==> src/rtl/fpx_pkg.sv <==
package fpx_pkg;
  localparam int EXC_W    = 5;
  localparam int X_INV    = 4;
  localparam int X_OVF    = 3;
  localparam int X_UNF    = 2;
  localparam int X_DZ     = 1;
  localparam int X_NX     = 0;
  localparam int CUR_LSB  = 0;
  localparam int ACC_LSB  = EXC_W;
  localparam int MASK_LSB = 2 * EXC_W;
  localparam int RM_LSB   = 3 * EXC_W;
  typedef logic [EXC_W-1:0] exc_t;
endpackage

==> src/rtl/fpx_exc_screen.sv <==
module fpx_exc_screen
  import fpx_pkg::*;
(
  input  logic op_done,
  input  exc_t raw,
  input  exc_t mask,
  output exc_t clean,
  output logic trap_now
);
  // Divide-by-zero is not reported when the same operation is invalid (0/0).
  for (genvar g = 0; g < EXC_W; g++) begin : g_bit
    if (g == X_DZ) begin : g_dz
      assign clean[g] = raw[g] & ~raw[X_INV];
    end else begin : g_pass
      assign clean[g] = raw[g];
    end
  end

  assign trap_now = op_done & (|(clean & mask));
endmodule

==> src/rtl/fpx_exc_fields.sv <==
module fpx_exc_fields
  import fpx_pkg::*;
(
  input  logic clk,
  input  logic rst,
  input  logic op_done,
  input  exc_t clean,
  input  logic trap_now,
  input  logic wr_en,
  input  exc_t wr_cur,
  input  exc_t wr_acc,
  output exc_t cur,
  output exc_t acc
);
  always_ff @(posedge clk) begin
    if (rst) begin
      cur <= '0;
      acc <= '0;
    end else if (wr_en) begin
      cur <= wr_cur;
      acc <= wr_acc;
    end else if (op_done) begin
      cur <= clean;
      if (!trap_now) acc <= acc | clean;
    end
  end

  p_cur_hold_r7: assert property (@(posedge clk) disable iff (rst)
    (!op_done && !wr_en) |=> $stable(cur));
  p_acc_grow_r5: assert property (@(posedge clk) disable iff (rst)
    (op_done && !trap_now && !wr_en) |=> ((acc & $past(acc)) == $past(acc)));
  p_acc_frozen_r6: assert property (@(posedge clk) disable iff (rst)
    (op_done && trap_now && !wr_en) |=> $stable(acc));
  p_no_dz_inv_r3: assert property (@(posedge clk) disable iff (rst)
    $past(op_done && !wr_en && !rst) |-> !(cur[X_INV] && cur[X_DZ]));
endmodule

==> src/rtl/fpx_ctrl_fields.sv <==
module fpx_ctrl_fields
  import fpx_pkg::*;
#(
  parameter int RM_W = 2
) (
  input  logic            clk,
  input  logic            rst,
  input  logic            wr_en,
  input  exc_t            wr_mask,
  input  logic [RM_W-1:0] wr_rm,
  input  logic            q_nonempty,
  output exc_t            mask,
  output logic [RM_W-1:0] rm,
  output logic            qne
);
  always_ff @(posedge clk) begin
    if (rst) begin
      mask <= '0;
      rm   <= '0;
      qne  <= 1'b0;
    end else begin
      qne <= q_nonempty;
      if (wr_en) begin
        mask <= wr_mask;
        rm   <= wr_rm;
      end
    end
  end

  p_mask_hold_r8: assert property (@(posedge clk) disable iff (rst)
    !wr_en |=> ($stable(mask) && $stable(rm)));
  p_qne_track_r10: assert property (@(posedge clk) disable iff (rst)
    1'b1 |=> (qne == $past(q_nonempty)));
endmodule

==> src/rtl/fpx_status.sv <==
module fpx_status
  import fpx_pkg::*;
#(
  parameter int STATUS_W = 32,
  parameter int RM_W     = 2,
  localparam int WR_W    = RM_LSB + RM_W,
  localparam int QNE_POS = WR_W
) (
  input  logic                clk,
  input  logic                rst,
  input  logic                op_done,
  input  logic [EXC_W-1:0]    op_exc,
  input  logic                wr_en,
  input  logic [WR_W-1:0]     wr_data,
  input  logic                q_nonempty,
  output logic                trap_req,
  output logic [STATUS_W-1:0] status_word
);
  exc_t            clean, cur, acc, mask;
  logic            trap_now, qne;
  logic [RM_W-1:0] rm;

  fpx_exc_screen u_screen (
    .op_done (op_done),
    .raw     (op_exc),
    .mask    (mask),
    .clean   (clean),
    .trap_now(trap_now)
  );

  fpx_exc_fields u_exc (
    .clk     (clk),
    .rst     (rst),
    .op_done (op_done),
    .clean   (clean),
    .trap_now(trap_now),
    .wr_en   (wr_en),
    .wr_cur  (wr_data[CUR_LSB +: EXC_W]),
    .wr_acc  (wr_data[ACC_LSB +: EXC_W]),
    .cur     (cur),
    .acc     (acc)
  );

  fpx_ctrl_fields #(.RM_W(RM_W)) u_ctrl (
    .clk       (clk),
    .rst       (rst),
    .wr_en     (wr_en),
    .wr_mask   (wr_data[MASK_LSB +: EXC_W]),
    .wr_rm     (wr_data[RM_LSB +: RM_W]),
    .q_nonempty(q_nonempty),
    .mask      (mask),
    .rm        (rm),
    .qne       (qne)
  );

  always_ff @(posedge clk) begin
    if (rst) trap_req <= 1'b0;
    else     trap_req <= trap_now;
  end

  always_comb begin
    status_word                        = '0;
    status_word[CUR_LSB +: EXC_W]      = cur;
    status_word[ACC_LSB +: EXC_W]      = acc;
    status_word[MASK_LSB +: EXC_W]     = mask;
    status_word[RM_LSB +: RM_W]        = rm;
    status_word[QNE_POS]               = qne;
  end

  p_trap_needs_op_r4: assert property (@(posedge clk) disable iff (rst)
    trap_req |-> $past(op_done));
  p_trap_masked_r4: assert property (@(posedge clk) disable iff (rst)
    (op_done && ((op_exc & mask) == '0)) |=> !trap_req);
  p_idle_no_trap_r7: assert property (@(posedge clk) disable iff (rst)
    !op_done |=> !trap_req);
endmodule

==> config.mk <==
export PLATFORM = sky130hd
export DESIGN_NAME = fpx_status
export DESIGN_NICKNAME = d
export VERILOG_FILES = /design/src/rtl/fpx_pkg.sv /design/src/rtl/fpx_exc_screen.sv /design/src/rtl/fpx_exc_fields.sv /design/src/rtl/fpx_ctrl_fields.sv /design/src/rtl/fpx_status.sv
export SDC_FILE = /design/constraint.sdc
export NUM_CORES = 1
export LEC_CHECK = 0
export BUFFER_PORTS_ARGS = -buffer_cell sky130_fd_sc_hd__buf_2
export CAP_MARGIN = 20
export CORE_ASPECT_RATIO = 1.75
export CORE_UTILIZATION = 32
export CTS_CLUSTER_SIZE = 25
export DETAILED_ROUTE_END_ITERATION = 10
export GPL_TIMING_DRIVEN = 0
export MAX_ROUTING_LAYER = met4
export PLACE_DENSITY = 0.76
export SETUP_SLACK_MARGIN = 0.05
export SLEW_MARGIN = 20
export SYNTH_ARGS = -nofsm -noshare
export SYNTH_HDL_FRONTEND = slang
export SYNTH_SLANG_ARGS = --single-unit
==> constraint.sdc <==
create_clock -name clk -period 0.92 [get_ports clk]
set_input_delay 0.138 -clock clk [delete_from_list [all_inputs] [get_ports clk]]
set_output_delay 0.138 -clock clk [all_outputs]
set_load 0.01 [all_outputs]
==> run summary <==
status: finished, violations left
failing checks: negative setup slack
synthesized area: 945 um^2
Core ar.: 2750 um^2
count of pins over their slew limit: 0
total wire length: 2.26 mm
routability cong.: 0.748
worst-path maximum fanout: 4
LEAKAGE: 0.744 nW
VDD IR-drop max: 0.839 mV
largest net degree at the start of global routing: 12
dpl ws: -173 ps
Final Setup Violations: 8
Tot Pwr: 1.94 mW
Core Util, Final: 51.2%
grt met1 use: 14.0%
Seq cells post-synth: 19
hold_sp: wr_data[14]
# IOs: 60
post-synthesis sequential area ratio: 40.3%
kind of critical path: flip-flop to flip-flop
startpoint types: flip-flop
Syn-to-layout area delta: 49.3%
starting density of the core: 34.3%
post-DP HPWL: 1.76 mm
start of the worst register-to-register path: u_ctrl.mask[0]
setup TNS: -662 ps
WL per Instance: 12.0 um
ys flop type: dfxtp_1
ANT cells: 0
dpl cell area: 1250 um^2
Worst Slack Setup Final: -120 ps
launch point of the worst path: u_ctrl.mask[0]
DR pass1 iterations: 4
Area contributors post-synth: dfxtp_1 40%, buf_4 14%, mux2i_1 12%
vias per std cell: 4.63
Post-synth ARST share: 0%
DRC: 0
Initial DRC Count: 21
Distinct cells, synth: 25
CTS Buffer Depth: 2
gr usage total: 14.3%
Die Area: 3180 um^2
clk slew on worst S/H paths: 70 ps
CP required: 1090 ps
final hold vios: 0
Post-Syn Instances: 100
row cnt: 25
Synth area leader: dfxtp_1
initial antenna violation count: 0
number of port buffers: 42
Final period util: 113%
Pwr Density: 1380 nW/um^2
endpoint class of the critical path: flip-flop
final net count: 190
min Tclk post-route: 1040 ps
latest clock arrival within the worst-skew pair: 250 ps
MaxCap Viol Count: 0
Synth top area share: 40.3%
first-pass GRT wire length: 3.31 mm
fmax: 961 MHz
Num CTS Buffers: 3
Layout fillers: 272
arrival time at the worst endpoint: 1210 ps
CTS H-tree lvls: 1
Max Clock Skew: 1.01 ps
flop2flop setup slack: -120 ps
height of the die: 73.9 um
vias in the first global route: 756
commonest non-fill, non-tap cells in the layout: 36 x buf_2, 20 x buf_4, 14 x conb_1, 14 x dfxtp_2, 11 x mux2i_1
number of synthesized flops with an enable pin: 0
DIE WIDTH: 43.1 um
clock sinks: 19
RSZ-0062 raised after global routing: true
Avg Cell Area, Syn: 9.45 um^2
via count: 875
Clk Tree Root Cell: clkbuf_8
post-route ant nets: 0
most common cell after layout, fill and taps aside: buf_2
GR Overflow Total: 0
CTS tree: done
hold_buf cts: 0
ratio of cells with drive above 1 in the final layout: 59.9%
hold crit path type: input port to flip-flop
Yosys warning count: 0
M2 GR Usage: 26.6%
Final Cell Area: 1410 um^2
GRT Max-Usage Layer: met2
met3 usage: 2.95%
## worst paths after layout
path               endpoint  cells after the start
max            u_exc.acc[4]                      3
min          u_ctrl.mask[4]                      3
max reg2reg    u_exc.acc[4]                      3
min reg2reg    u_ctrl.rm[0]                      2
## critical path, cell delays in order (launching register included)
cell	delay, ps
dfxtp_4	350
a22oi_4	160
nand4_1	210
o22ai_1	230
## routing by layer
| metal | vias to the layer above | wire length, um | share of wire, % |
|---|---|---|---|
| li1 | 440 | - | - |
| met1 | 393 | 817 | 36 |
| met2 | 40 | 1280 | 57 |
| met3 | 2 | 148 | 6.5 |
| met4 | 0 | 15 | 0.66 |
| met5 | - | 0 | 0 |
## cells in the mapped netlist, types with 2 or more instances
| cell type | count |
|---|---|
| buf_4 | 17 |
| o22ai_1 | 4 |
| mux2i_1 | 11 |
| o21ai_0 | 5 |
| a21oi_1 | 5 |
| buf_2 | 2 |
| dfxtp_1 | 19 |
| nand2_1 | 9 |
| mux2_2 | 4 |
| nor2_1 | 8 |
| nor2b_1 | 2 |
## what timing repair did
| item | 4_1_cts | 5_1_grt |
|---|---|---|
| resized for setup | 9 | 17 |
| gates cloned | 0 | 0 |
| endpoints found under the setup margin | 12 | 23 |
| pin swaps | 6 | 5 |
| setup buffers | 3 | 1 |
## state kept, by name, indices dropped and copies added, names as in the netlist
signal       count
u_ctrl.qne       1
u_exc.cur        5
u_exc.acc        5
u_ctrl.mask      5
trap_req         1
u_ctrl.rm        2
## layout make-up
| cell class | instances | area [um^2] | share of cell area (%) |
|---|---|---|---|
| Sequential cell | 19 | 405 | 28.7 |
| Timing Repair Buffer | 46 | 290 | 20.6 |
| Tap cell | 27 | 33.8 | 2.40 |
| Inverter | 1 | 3.75 | 0.266 |
| Buffer | 19 | 141 | 10.0 |
| Multi-Input combinational cell | 73 | 489 | 34.7 |
| Clock buffer | 3 | 41.3 | 2.93 |
| Clock inverter | 1 | 5.00 | 0.355 |
## per-stage QoR
stage / cells / hold WS (ps)
floorplan: 113 / 266
global placement: 182 / 356
detailed placement: 182 / 381
CTS: 188 / 117
global route: 189 / 131
finish: 189 / 120
## where the power goes
part	switching [mW]	internal, mW
sequential	0.0391	0.887
combinational	0.211	0.250
clock	0.255	0.300
## kinds of logic (layout without fill, tap and decap cells)
group / Yosys count / after routing / synth area share [%]
buffers and inverters: 21 / 70 / 16.2
flip-flops: 19 / 19 / 40.3
other: 1 / 14 / 0.397
multiplexers: 15 / 15 / 16.4
AO/OA/AOI/OAI: 17 / 17 / 12.4
AND/OR/NAND/NOR: 27 / 27 / 14.3
No activity file was read; power rests on OpenSTA's default activity.
